**src/rtl/xrs_pkg.sv**
```systemverilog
package xrs_pkg;
    localparam int NSTG      = 5;
    localparam int STG_PLL   = 0;
    localparam int STG_CDR   = 1;
    localparam int STG_RXPCS = 2;
    localparam int STG_RXBUF = 3;
    localparam int STG_TX    = 4;
    localparam int REQ_PER_CH = 4;

    typedef logic [NSTG-1:0] stg_mask_t;

    localparam stg_mask_t M_ALL   = '1;
    localparam stg_mask_t M_CDR   = stg_mask_t'((1 << STG_CDR) | (1 << STG_RXPCS));
    localparam stg_mask_t M_RXPCS = stg_mask_t'(1 << STG_RXPCS);
    localparam stg_mask_t M_RXBUF = stg_mask_t'(1 << STG_RXBUF);
    localparam stg_mask_t M_TX    = stg_mask_t'(1 << STG_TX);
endpackage

```
**src/rtl/xrs_req_sync.sv**
```systemverilog
module xrs_req_sync #(
    parameter int W = 9
) (
    input  logic         clk,
    input  logic         rst_n,
    input  logic [W-1:0] async_i,
    output logic [W-1:0] rise_o
);
    typedef struct packed {
        logic [W-1:0] s1;
        logic [W-1:0] s2;
        logic [W-1:0] s3;
    } sync_t;

    sync_t sy_d, sy_q;

    always_comb begin
        sy_d    = sy_q;
        sy_d.s1 = async_i;
        sy_d.s2 = sy_q.s1;
        sy_d.s3 = sy_q.s2;
    end

    always_ff @(posedge clk or negedge rst_n) begin
        if (!rst_n) sy_q <= '0;
        else        sy_q <= sy_d;
    end

    assign rise_o = sy_q.s2 & ~sy_q.s3;

    // a detected edge lasts exactly one cycle per bit
    a_r2_single_pulse: assert property (@(posedge clk) disable iff (!rst_n)
        (|rise_o) |=> ((rise_o & $past(rise_o)) == '0));
endmodule

```
**src/rtl/xrs_chan_seq.sv**
```systemverilog
module xrs_chan_seq
    import xrs_pkg::*;
#(
    parameter int STEP_CYC = 3000
) (
    input  logic      clk,
    input  logic      rst_n,
    input  logic      pll_lock,
    input  stg_mask_t req_bits,
    output stg_mask_t pend_o,
    output logic      ready_o
);
    localparam int TW = (STEP_CYC > 1) ? $clog2(STEP_CYC) : 1;
    localparam logic [TW-1:0] T_LAST = TW'(STEP_CYC - 1);

    typedef struct packed {
        stg_mask_t     pend;
        logic [TW-1:0] timer;
        logic          ready;
    } seq_t;

    seq_t      st_d, st_q;
    stg_mask_t grp;

    // stage group owning the current step, earliest pending first
    always_comb begin
        grp = '0;
        if (st_q.pend[STG_PLL])
            grp[STG_PLL] = 1'b1;
        else if (st_q.pend[STG_CDR])
            grp[STG_CDR] = 1'b1;
        else if (st_q.pend[STG_RXPCS] || st_q.pend[STG_RXBUF]) begin
            grp[STG_RXPCS] = st_q.pend[STG_RXPCS];
            grp[STG_RXBUF] = st_q.pend[STG_RXBUF];
        end else
            grp[STG_TX] = st_q.pend[STG_TX];
    end

    always_comb begin
        st_d = st_q;
        if (|req_bits) begin
            st_d.pend  = st_q.pend | req_bits;
            st_d.timer = '0;
        end else if (|st_q.pend) begin
            if (!pll_lock) begin
                st_d.timer = '0;
            end else if (st_q.timer == T_LAST) begin
                st_d.pend  = st_q.pend & ~grp;
                st_d.timer = '0;
            end else begin
                st_d.timer = st_q.timer + 1'b1;
            end
        end
        st_d.ready = (st_d.pend == '0);
    end

    always_ff @(posedge clk or negedge rst_n) begin
        if (!rst_n) begin
            st_q.pend  <= M_ALL;
            st_q.timer <= '0;
            st_q.ready <= 1'b0;
        end else begin
            st_q <= st_d;
        end
    end

    assign pend_o  = st_q.pend;
    assign ready_o = st_q.ready;

    // CDR is never held without RX PCS
    a_r4_cdr_with_rxpcs: assert property (@(posedge clk) disable iff (!rst_n)
        st_q.pend[STG_CDR] |-> st_q.pend[STG_RXPCS]);

    // no release while lock is low and nothing new arrives
    a_r8_hold_no_lock: assert property (@(posedge clk) disable iff (!rst_n)
        (!pll_lock && req_bits == '0) |=> $stable(st_q.pend));

    // TX PCS is the last stage to leave reset
    a_r3_tx_last: assert property (@(posedge clk) disable iff (!rst_n)
        $fell(st_q.pend[STG_TX]) |-> (st_q.pend[STG_RXBUF:STG_PLL] == '0));

    // an accepted request is held with a fresh timer
    a_r9_accept: assert property (@(posedge clk) disable iff (!rst_n)
        (|req_bits) |=> (((st_q.pend & $past(req_bits)) == $past(req_bits)) && st_q.timer == '0));

    // ready only when nothing is held
    a_r7_ready_idle: assert property (@(posedge clk) disable iff (!rst_n)
        ready_o |-> (pend_o == '0));
endmodule

```
**src/rtl/xrs_top.sv**
```systemverilog
module xrs_top
    import xrs_pkg::*;
#(
    parameter int NUM_CH     = 2,
    parameter int SEQ_CYCLES = 12000
) (
    input  logic              clk,
    input  logic              rst_n,
    input  logic              pll_lock,
    input  logic              tile_rst_req,
    input  logic [NUM_CH-1:0] cdr_rst_req,
    input  logic [NUM_CH-1:0] rxpcs_rst_req,
    input  logic [NUM_CH-1:0] rxbuf_rst_req,
    input  logic [NUM_CH-1:0] txpcs_rst_req,
    output logic [NUM_CH-1:0] cdr_rst_o,
    output logic [NUM_CH-1:0] rxpcs_rst_o,
    output logic [NUM_CH-1:0] rxbuf_rst_o,
    output logic [NUM_CH-1:0] txpcs_rst_o,
    output logic [NUM_CH-1:0] ready_o
);
    localparam int NSTEPS   = 4;
    localparam int STEP_CYC = (SEQ_CYCLES / NSTEPS > 0) ? SEQ_CYCLES / NSTEPS : 1;
    localparam int NREQ     = 1 + REQ_PER_CH * NUM_CH;

    logic [NREQ-1:0] raw_req, rise;
    logic            tile_rise;

    assign raw_req   = {txpcs_rst_req, rxbuf_rst_req, rxpcs_rst_req, cdr_rst_req, tile_rst_req};
    assign tile_rise = rise[0];

    xrs_req_sync #(.W(NREQ)) u_sync (
        .clk     (clk),
        .rst_n   (rst_n),
        .async_i (raw_req),
        .rise_o  (rise)
    );

    for (genvar c = 0; c < NUM_CH; c++) begin : g_ch
        stg_mask_t ch_req;
        stg_mask_t ch_pend;

        assign ch_req = (tile_rise                  ? M_ALL   : '0)
                      | (rise[1 + c]                ? M_CDR   : '0)
                      | (rise[1 + NUM_CH + c]       ? M_RXPCS : '0)
                      | (rise[1 + 2 * NUM_CH + c]   ? M_RXBUF : '0)
                      | (rise[1 + 3 * NUM_CH + c]   ? M_TX    : '0);

        xrs_chan_seq #(.STEP_CYC(STEP_CYC)) u_seq (
            .clk      (clk),
            .rst_n    (rst_n),
            .pll_lock (pll_lock),
            .req_bits (ch_req),
            .pend_o   (ch_pend),
            .ready_o  (ready_o[c])
        );

        assign cdr_rst_o[c]   = ch_pend[STG_CDR];
        assign rxpcs_rst_o[c] = ch_pend[STG_RXPCS];
        assign rxbuf_rst_o[c] = ch_pend[STG_RXBUF];
        assign txpcs_rst_o[c] = ch_pend[STG_TX];
    end

    // a tile request drops every ready flag on the next cycle
    a_r3_tile_drops_ready: assert property (@(posedge clk) disable iff (!rst_n)
        tile_rise |=> (ready_o == '0));
endmodule

```
**config.mk**
```make
export PLATFORM = sky130hd
export DESIGN_NAME = xrs_top
export DESIGN_NICKNAME = d
export VERILOG_FILES = /design/src/rtl/xrs_pkg.sv /design/src/rtl/xrs_req_sync.sv /design/src/rtl/xrs_chan_seq.sv /design/src/rtl/xrs_top.sv
export SDC_FILE = /design/constraint.sdc
export NUM_CORES = 1
export LEC_CHECK = 0
export ABC_AREA = 1
export BUFFER_PORTS_ARGS = -buffer_cell sky130_fd_sc_hd__clkbuf_2
export CAP_MARGIN = 20
export CORE_MARGIN = 2
export CORE_UTILIZATION = 46
export CTS_BUF_LIST = sky130_fd_sc_hd__clkbuf_4 sky130_fd_sc_hd__clkbuf_8
export CTS_CLUSTER_DIAMETER = 30
export DETAILED_ROUTE_END_ITERATION = 6
export HOLD_SLACK_MARGIN = 0.15
export MAX_ROUTING_LAYER = met4
export PLACE_DENSITY = 0.73
export RECOVER_POWER = 50
export SYNTH_ARGS = -nofsm -noshare
export SYNTH_HDL_FRONTEND = slang
export SYNTH_SLANG_ARGS = --single-unit
```
**constraint.sdc**
```tcl
create_clock -name clk -period 2.32 [get_ports clk]
set_input_delay 0.464 -clock clk [delete_from_list [all_inputs] [get_ports clk]]
set_output_delay 0.464 -clock clk [all_outputs]
set_load 0.005 [all_outputs]
```
==> impl_metrics.env, run 1 <==
export IMPL_status="complete, no violations"
export IMPL_die_width_um=84.1
export IMPL_fmax_mhz=551
export IMPL_ys_seq_elements=63
export IMPL_clkSinkCount=63
export IMPL_pre_cts_slack_ns=0.700
export IMPL_num_nets_final=360
export IMPL_grt_start_max_net_pins=42
export IMPL_antenna_left=0
export IMPL_synthesis_nets=337
export IMPL_hold_violations=0
export IMPL_synth_area_leaders="dfrtp_1, nand2_1, dfstp_2, inv_1, nand3_1"
export IMPL_syn_to_final_growth_pct=12.9
export IMPL_powerDensity_mw_per_mm2=701
export IMPL_worst_setup_path_start_kind="input port"
export IMPL_grt_pass1_vias=2085
export IMPL_cap_viol_max_count=0
export IMPL_final_max_slew_violation_count=0
export IMPL_setup_worst_path_end="g_ch[1].u_seq.pend_o[4]"
export IMPL_synth_edf_count=0
export IMPL_r2r_slack_ns=0.67
export IMPL_synth_top_area_frac=0.450
export IMPL_port_buffer_count=21
export IMPL_path_max_fanout=41
export IMPL_syn_avg_cell_area_sq_um=9.13
export IMPL_layout_min_cycle_time_ns=1.82
export IMPL_cts_resized=0
export IMPL_r2r_cells=7
export IMPL_whs_path_depth=1
export IMPL_fin_crit_sh=0.783
export IMPL_synth_most_common_cell="nand2_1"
export IMPL_synth_cell_type_count=32
export IMPL_drive_gt1_frac=0.222
export IMPL_critPathRequiredTime_ns=2.78
export IMPL_final_cell_area_sq_mm=0.00333
export IMPL_leakagePower_nw=1.57
export IMPL_synthCells=323
export IMPL_slew_headroom=0.126
export IMPL_htree_levels=3
export IMPL_num_vias=2147
export IMPL_synth_common_cells="nand2_1, dfrtp_1, inv_1"
export IMPL_async_reset_ff_frac=1.00
export IMPL_hp_class="in2reg"
export IMPL_die_h_um=84.1
export IMPL_grt_pass1_wl_um=9090
export IMPL_core_sq_mm=0.00628
export IMPL_vdd_drop_max_mv=0.350
export IMPL_r2r_end="g_ch[0].u_seq.st_q[8]"
export IMPL_via_per_inst=5.02
export IMPL_cts_tree="built"
export IMPL_synth_top_cell_by_area="dfrtp_1"
export IMPL_setup_tns_ns=0
export IMPL_grt_antenna_before_repair=0
export IMPL_critPathLaunch="rst_n"
export IMPL_synth_warnings=0
export IMPL_dpl_instance_area_sq_mm=0.00308
export IMPL_drt_first_pass_iters=4
export IMPL_start_util=0.470
export IMPL_n_antenna_cell=0
export IMPL_die_area_sq_mm=0.00707
export IMPL_gr_total_overflow=0
export IMPL_worstMarginPinSlew_ns=1.31
export IMPL_hpwl_um=3740
export IMPL_p_total_w=0.00233
export IMPL_wirelength_um=5360
export IMPL_worstSkewPairLatency_ns=0.34
export IMPL_cts_path_max_buffers=2
export IMPL_crit_type="in2async"
export IMPL_num_rows=29
export IMPL_rsz0062_at_grt="false"
export IMPL_finalSetupViolations=0
export IMPL_netlist_area_sq_mm=0.00295
export IMPL_drc_errors=0
export IMPL_track_usage=0.170
export IMPL_drtIter0Drc=134
export IMPL_ys_seq_area_frac=0.539
export IMPL_setup_slack_ns=0.505
export IMPL_r2r_start="u_sync.sy_d[0]"
export IMPL_synth_ff_type="dfrtp_1"
export IMPL_root_buffer="clkbuf_8"
export IMPL_ios=22
export IMPL_end_kind="async pin"
export IMPL_crit_arrival_ns=2.28
export IMPL_gp_routability_congestion=0.846
export IMPL_path_clk_slew_ns=0.07
export IMPL_cts_made_buffers=9
export IMPL_wl_per_cell_um=12.5
export IMPL_skew_ns=0.00769
## through the flow
stage                     instances   util  hold slack [ns]
after floorplan                 323      -            0.168
after global placement          411  0.491            0.332
after detailed placement        411  0.491            0.335
after CTS                       428  0.531            0.210
after global routing            428  0.531            0.204
final                           428  0.531            0.223
## per-layer routing
metal	global-route usage	routed length, um	vias up
li1	-	-	1050
met1	0.198	2300	1011
met2	0.268	2610	76
met3	0.0574	338	10
met4	0.0777	110	0
met5	-	0	-
## where the power goes
group / switching, W / internal (W) / leakage (nW)
registers: 0.0000108 / 0.00113 / 0.782
clock network: 0.000406 / 0.000703 / 0.123
logic: 0.0000620 / 0.0000270 / 0.662
total: 0.000479 / 0.00186 / 1.57
## cells by family after synthesis
kind of cell               Yosys count  synth area share
buffers and inverters               65            0.0989
DFF                                 63             0.539
AOI/OAI and AO/OA                   25            0.0496
xor gates and xnor gates            10            0.0297
and+or+nand+nor                    158             0.274
adders and majority gates            2           0.00848
## how the worst min path moves through the flow
stage	from	to	slack [ns]
after CTS	cdr_rst_req[1]	u_sync.sy_d[11]	0.21
after detailed placement	u_sync.sy_d[15]	u_sync.sy_d[6]	0.33
after global placement	u_sync.sy_d[15]	u_sync.sy_d[6]	0.33
after floorplan	rst_n	g_ch[0].u_seq.ready_o	0.17
after global routing	cdr_rst_req[1]	u_sync.sy_d[11]	0.20
final	rxbuf_rst_req[1]	u_sync.sy_d[15]	0.22
## cell usage in the layout (no fill, tap or decap), types with 2 or more instances in the layout
cell type,n
nand2_1,73
dfrtp_1,53
inv_1,51
nor2_1,25
nand3_1,23
clkbuf_2,20
clkbuf_8,12
o21ai_0,10
dfstp_2,10
xor2_1,9
o22ai_1,9
nand2_2,8
nor2_2,5
nand4_1,5
nand3_2,4
o21ai_1,4
nor2_4,3
nand3_4,2
nand3b_1,2
nor3_2,2
nor3_1,2
ha_1,2
bufinv_16,2
## timing repair
action	in CTS	in global routing
setup endpoints to repair	0	0
endpoints found under the hold margin	14	0
buffers inserted	0	0
hold buffers	1	0
## cell type report
cell class                 instances  area, sq um
clock buffer                      13          173
clock inverter                     3         65.1
timing repair buffer              23          134
sequential                        63         1590
multi-input combinational        195         1070
fill                             575         2950
tap                               77         96.3
inverter                          54          205
## flip-flops by register name (all words and copies together) (netlist names)
name                count
u_sync.sy_q             9
g_ch.u_seq.ready_o      2
u_sync.sy_d            18
g_ch.u_seq.pend_o      10
g_ch.u_seq.st_q        24
## worst max-delay path, cell delays in order
cell           delay (ns)
dlygate4sd3_1        0.52
clkbuf_1             0.96
buf_12               0.33
(Power assumes the default switching activity.)
==> run 2: changes to the inputs <==
--- a/config.mk
+++ b/config.mk
@@ -5,7 +5,7 @@
 export SDC_FILE = /design/constraint.sdc
 export NUM_CORES = 1
 export LEC_CHECK = 0
-export ABC_AREA = 1
+export ABC_AREA = 0
 export BUFFER_PORTS_ARGS = -buffer_cell sky130_fd_sc_hd__clkbuf_2
 export CAP_MARGIN = 20
 export CORE_MARGIN = 2
==> constraint.sdc (replaced) <==
create_clock -name clk -period 1.8 [get_ports clk]
set_input_delay 0.36 -clock clk [delete_from_list [all_inputs] [get_ports clk]]
set_output_delay 0.36 -clock clk [all_outputs]
set_load 0.005 [all_outputs]
==> run 2 against run 1 <==
- the run now ends with setup timing left
- synthesized cell count shrank 19%
- sequential cell count is the same
- register-to-register slack lost 0.85 ns
- core utilization grew 12 points
- clock power is essentially flat
- sequential share of layout area shrank 6.3 points
- critical path depth grew 2
- design area grew 15%
- cell count shrank 3.0%
- clock skew grew 0.0011 ns
- worst hold slack gained 0.12 ns
==> impl_metrics.env, run 2 <==
export IMPL_synth_ff_type="dfrtp_1"
export IMPL_grt_start_max_net_pins=25
export IMPL_core_sq_mm=0.00589
export IMPL_crit_path_max_incr_delay_ns=0.60
export IMPL_path_clk_slew_ns=0.07
export IMPL_layout_min_cycle_time_ns=1.98
export IMPL_fmax_mhz=505
export IMPL_wirelength_um=6560
export IMPL_synth_most_common_cell="dfrtp_1"
export IMPL_status="finished, violations left"
export IMPL_port_buffer_count=21
export IMPL_pre_cts_slack_ns=-0.208
export IMPL_gp_routability_congestion=0.848
export IMPL_setup_tns_ns=-1.10
export IMPL_setup_worst_path_end="g_ch[0].u_seq.ready_o"
export IMPL_start_util=0.475
export IMPL_worstMarginPinSlew_ns=1.11
export IMPL_num_vias=2304
export IMPL_skew_ns=0.00876
export IMPL_p_total_w=0.00279
export IMPL_syn_to_final_growth_pct=37.1
export IMPL_hpwl_um=4110
export IMPL_crit_type="reg2reg"
export IMPL_cts_made_buffers=9
export IMPL_final_max_slew_violation_count=0
export IMPL_worst_setup_path_start_kind="flop"
export IMPL_path_buf_inv=0
export IMPL_r2r_slack_ns=-0.18
export IMPL_ys_seq_area_frac=0.568
export IMPL_drt_first_pass_iters=4
export IMPL_drive_gt1_frac=0.403
export IMPL_antenna_left=0
export IMPL_crit_arrival_ns=2.20
export IMPL_violations="setup timing"
export IMPL_synthCells=262
export IMPL_leakagePower_nw=1.63
export IMPL_track_usage=0.209
export IMPL_num_rows=28
export IMPL_cts_path_max_buffers=2
export IMPL_grt_pass1_wl_um=10100
export IMPL_die_h_um=82.0
export IMPL_end_kind="flop"
export IMPL_layout_commonest_cell="dfrtp_1"
export IMPL_path_max_fanout=4
export IMPL_root_buffer="clkbuf_8"
export IMPL_clkSinkCount=63
export IMPL_finalSetupViolations=22
export IMPL_synth_cell_type_count=52
export IMPL_grt_pass1_vias=2225
export IMPL_largest_register_ffs=24
export IMPL_synth_top_area_frac=0.474
export IMPL_critPathRequiredTime_ns=2.02
export IMPL_fin_crit_sh=1.10
export IMPL_fin_worst_hold_slack_ns=0.348
export IMPL_async_reset_ff_frac=1.00
export IMPL_critPathLaunch="u_sync.sy_d[3]"
export IMPL_r2r_start="u_sync.sy_d[3]"
export IMPL_worstSkewPairLatency_ns=0.34
export IMPL_htree_levels=3
export IMPL_vdd_drop_max_mv=0.568
export IMPL_powerDensity_mw_per_mm2=729
export IMPL_die_area_sq_mm=0.00672
export IMPL_synth_warnings=0
export IMPL_synthesis_nets=276
export IMPL_cap_viol_max_count=0
export IMPL_final_cell_mix="dfrtp_1, buf_4, nand2_1"
export IMPL_synth_common_cells="dfrtp_1, nand2_1, nor2_1"
export IMPL_cts_tree="built"
export IMPL_netlist_area_sq_mm=0.00280
export IMPL_drc_errors=0
export IMPL_die_width_um=82.0
export IMPL_setup_slack_ns=-0.178
export IMPL_crit_cells=5
export IMPL_grt_antenna_before_repair=0
export IMPL_ys_seq_elements=63
export IMPL_crit_slowest_cell="or4_4"
export IMPL_r2r_end="g_ch[0].u_seq.ready_o"
export IMPL_synth_top_cell_by_area="dfrtp_1"
export IMPL_crit_chain="nor2b_4 -> or4_4 -> nor3_4 -> nor2_2 -> a2111oi_4"
export IMPL_ios=22
export IMPL_hp_class="reg2reg"
export IMPL_syn_avg_cell_area_sq_um=10.7
export IMPL_regMostFlops="g_ch.u_seq.st_q"
export IMPL_wl_per_cell_um=15.8
export IMPL_cp_top_family="simple AND/OR/NAND/NOR gates"
export IMPL_hold_violations=0
export IMPL_gr_total_overflow=0
export IMPL_synth_area_leaders="dfrtp_1, dfstp_2, a31oi_1, nand2_1, buf_4"
export IMPL_num_nets_final=349
export IMPL_slew_headroom=0.259
export IMPL_via_per_inst=5.55
export IMPL_drtIter0Drc=168
export IMPL_synth_edf_count=0
export IMPL_r2r_cells=5
export IMPL_rsz0062_at_grt="true"
export IMPL_n_antenna_cell=0
## run 2: changes by cell type after synthesis, sizes merged, moves of 6 or more
cell	delta
a31oi	+19
o22ai	-8
nand2b	+8
nor2b	+8
nand3	-17
inv	-48
nor3	+8
a21oi	+8
xor2	-6
nand2	-57
nor2	-14
## run 2: worst min-delay path by stage
stage,from,cells past startpoint,to
final,u_sync.sy_d[17],0,u_sync.sy_d[8]
after global routing,u_sync.sy_d[17],0,u_sync.sy_d[8]
after CTS,u_sync.sy_d[14],0,u_sync.sy_d[5]
after detailed placement,u_sync.sy_d[9],0,u_sync.sy_d[0]
after global placement,u_sync.sy_d[12],0,u_sync.sy_d[3]
after floorplan,rst_n,0,g_ch[0].u_seq.ready_o
## run 2: area by class of cell
cell class	count	area, sq um
fill	441	2050
sequential	63	1590
multi-input combinational	177	1330
timing repair buffer	79	621
clock buffer	11	151
tap	75	93.8
clock inverter	5	32.5
inverter	5	18.8
## run 2: timing repair
action / 4_1_cts / 5_1_grt
endpoints found under the hold margin: 22 / 0
gates cloned: 0 / 2
gates resized for setup: 14 / 46
setup endpoints to repair: 16 / 26
hold buffers: 10 / 0
setup buffers: 4 / 6
pin swaps: 8 / 19
## run 2: logic make-up (layout without fill, tap and decap cells)
logic type / Yosys count / count (layout) / synth area share
and+or+nand+nor: 118 / 118 / 0.238
adders and majority gates: 2 / 2 / 0.00895
AOI/OAI and AO/OA: 53 / 53 / 0.123
xor gates and xnor gates: 4 / 4 / 0.0125
buffers and inverters: 22 / 100 / 0.0492
DFF: 63 / 63 / 0.568
## run 2: per-layer routing
metal  GRT usage  up-vias  part of all wire
met3      0.0560       14             0.036
met4      0.0967        0             0.022
met1       0.255     1139              0.41
met2       0.325       58              0.53
met5           -        -                 0
li1            -     1093                 -
## run 2: metrics by stage
stage,area (sq um),cells,util
finish,3830,415,0.651
global route,3830,415,0.651
CTS,3590,408,0.609
detailed placement,3220,378,0.547
global placement,3220,378,0.547
floorplan,2850,262,-
## run 2: report_power, final
group	leakage (nW)	internal, W	switching, W
Clock	0.0873	0.000568	0.000530
Combinational	0.761	0.000108	0.000121
Sequential	0.782	0.00145	0.0000153
Total	1.63	0.00213	0.000666
==> run 3: changes to the inputs <==
--- a/config.mk
+++ b/config.mk
@@ -8,14 +8,16 @@
 export ABC_AREA = 0
 export BUFFER_PORTS_ARGS = -buffer_cell sky130_fd_sc_hd__clkbuf_2
 export CAP_MARGIN = 20
+export CELL_PAD_IN_SITES_DETAIL_PLACEMENT = 0
+export CELL_PAD_IN_SITES_GLOBAL_PLACEMENT = 2
 export CORE_MARGIN = 2
-export CORE_UTILIZATION = 46
+export CORE_UTILIZATION = 41
 export CTS_BUF_LIST = sky130_fd_sc_hd__clkbuf_4 sky130_fd_sc_hd__clkbuf_8
 export CTS_CLUSTER_DIAMETER = 30
 export DETAILED_ROUTE_END_ITERATION = 6
 export HOLD_SLACK_MARGIN = 0.15
 export MAX_ROUTING_LAYER = met4
-export PLACE_DENSITY = 0.73
+export PLACE_DENSITY = 0.91
 export RECOVER_POWER = 50
 export SYNTH_ARGS = -nofsm -noshare
 export SYNTH_HDL_FRONTEND = slang
==> run 3 against run 2 <==
- first-iteration DRC count fell by 28%
- routed wire length down 6.4%
- die area rose by 12%
- largest power group unchanged
- clock skew decreased by 0.0015 ns
- the flow still finishes with violations (setup timing)
- design area rose by 0.59%
- core utilization decreased by 7.4 points
- sequential cell count unchanged
- sequential share of layout area shrank 0.24 points
==> impl_metrics.env, run 3 (synthesized netlist as in run 2, its figures left out) <==
export IMPL_clkSinkCount=63
export IMPL_die_area_sq_mm=0.00750
export IMPL_gp_routability_congestion=0.843
export IMPL_violations="setup timing"
export IMPL_crit_type="reg2reg"
export IMPL_root_buffer="clkbuf_8"
export IMPL_hpwl_um=3970
export IMPL_grt_start_max_net_pins=64
export IMPL_status="finished, violations left"
export IMPL_htree_levels=3
export IMPL_slew_headroom=0.453
export IMPL_rsz0062_at_grt="true"
export IMPL_wirelength_um=6130
export IMPL_num_nets_final=364
export IMPL_die_h_um=86.6
export IMPL_crit_chain="nor2b_4 -> or4_4 -> buf_4 -> nor3_4 -> a21oi_2 -> a2111oi_2"
export IMPL_crit_slowest_cell="or4_4"
export IMPL_regArea_sq_mm=0.00159
export IMPL_n_antenna_cell=0
export IMPL_regMostFlops="g_ch.u_seq.st_q"
export IMPL_layout_min_cycle_time_ns=2.01
export IMPL_worst_setup_path_start_kind="flop"
export IMPL_vdd_drop_max_mv=0.848
export IMPL_fillers=564
export IMPL_fmax_mhz=497
export IMPL_critPathRequiredTime_ns=2.01
export IMPL_wl_per_cell_um=14.1
export IMPL_grt_antenna_before_repair=0
export IMPL_hold_violations=0
export IMPL_path_max_fanout=4
export IMPL_syn_to_final_growth_pct=37.9
export IMPL_setup_slack_ns=-0.213
export IMPL_crit_arrival_ns=2.22
export IMPL_cp_top_family="simple AND/OR/NAND/NOR gates"
export IMPL_antenna_left=0
export IMPL_path_clk_slew_ns=0.07
export IMPL_r2r_slack_ns=-0.21
export IMPL_drtIter0Drc=121
export IMPL_core_sq_mm=0.00668
export IMPL_num_rows=30
export IMPL_die_width_um=86.6
export IMPL_skew_ns=0.00731
export IMPL_via_per_inst=5.23
export IMPL_drc_errors=0
export IMPL_grt_pass1_wl_um=10300
export IMPL_grt_pass1_vias=2237
export IMPL_num_vias=2273
export IMPL_drive_gt1_frac=0.428
export IMPL_fin_crit_sh=1.12
export IMPL_path_buf_inv=1
export IMPL_final_max_slew_violation_count=0
export IMPL_crit_path_max_incr_delay_ns=0.57
export IMPL_cts_made_buffers=9
export IMPL_cts_tree="built"
export IMPL_worstSkewPairLatency_ns=0.33
export IMPL_final_cell_mix="buf_4, dfrtp_1, nand2_1"
export IMPL_track_usage=0.182
export IMPL_finalSetupViolations=18
export IMPL_layout_commonest_cell="buf_4"
export IMPL_finalCoreUtilization=0.577
export IMPL_multi_input_area_sq_mm=0.00126
export IMPL_drt_first_pass_iters=4
export IMPL_gr_total_overflow=0
export IMPL_hp_class="reg2reg"
export IMPL_end_kind="flop"
export IMPL_cts_path_max_buffers=2
export IMPL_cap_viol_max_count=0
export IMPL_largest_register_ffs=24
export IMPL_start_util=0.419
export IMPL_port_buffer_count=21
export IMPL_final_cell_area_sq_mm=0.00386
export IMPL_dpl_instance_area_sq_mm=0.00327
export IMPL_ios=22
export IMPL_worstMarginPinSlew_ns=0.820
export IMPL_leakagePower_nw=1.69
export IMPL_powerDensity_mw_per_mm2=709
## run 3: layout make-up
| cell class | count | area share |
|---|---|---|
| inverter | 5 | 0.00552 |
| tap | 80 | 0.0260 |
| clock buffer | 11 | 0.0360 |
| multi-input combinational | 177 | 0.326 |
| timing repair buffer | 94 | 0.187 |
| sequential | 63 | 0.412 |
| clock inverter | 5 | 0.00714 |
## run 3: metrics by stage
| stage | instances | hold slack [ns] | power (W) | setup TNS [ns] | setup slack [ns] |
|---|---|---|---|---|---|
| 2_1_floorplan | 262 | 0.0644 | 0.00157 | -0.709 | -0.108 |
| 3_3_place_gp | 391 | 0.331 | 0.00165 | -0.360 | -0.0910 |
| 3_5_place_dp | 391 | 0.336 | 0.00166 | -1.11 | -0.201 |
| 4_1_cts | 425 | 0.351 | 0.00273 | -0.943 | -0.137 |
| 5_1_grt | 435 | 0.351 | 0.00285 | -4.02 | -0.274 |
| 6_report | 435 | 0.348 | 0.00274 | -2.06 | -0.213 |
## run 3: routing by layer
metal	part of all wire	GRT usage	vias to the layer above
met5	0	-	-
met2	0.50	0.275	26
met1	0.47	0.238	1120
met4	0.013	0.0881	0
li1	-	-	1120
met3	0.018	0.0343	7
## run 3: path summary, 6_finish.rpt
check,to,start,cells past startpoint
max,g_ch[0].u_seq.ready_o,u_sync.sy_d[5],6
min,u_sync.sy_d[2],u_sync.sy_d[11],0
max reg2reg,g_ch[0].u_seq.ready_o,u_sync.sy_d[5],6
min reg2reg,u_sync.sy_d[2],u_sync.sy_d[11],0
max in group asynchronous,g_ch[0].u_seq.ready_o,rst_n,3
min in group asynchronous,u_sync.sy_d[3],rst_n,3
## run 3: power by group
part / internal, W / switching [W]
combinational: 0.000114 / 0.000117
clock: 0.000520 / 0.000519
sequential: 0.00145 / 0.0000145
## run 3: timing repair
action                                  4_1_cts  5_1_grt
endpoints found under the hold margin        62        0
resized for setup                            21       29
pin swaps                                    10       17
endpoints found under the setup margin       21       29
setup buffers                                 8       10
hold buffers                                 10        0
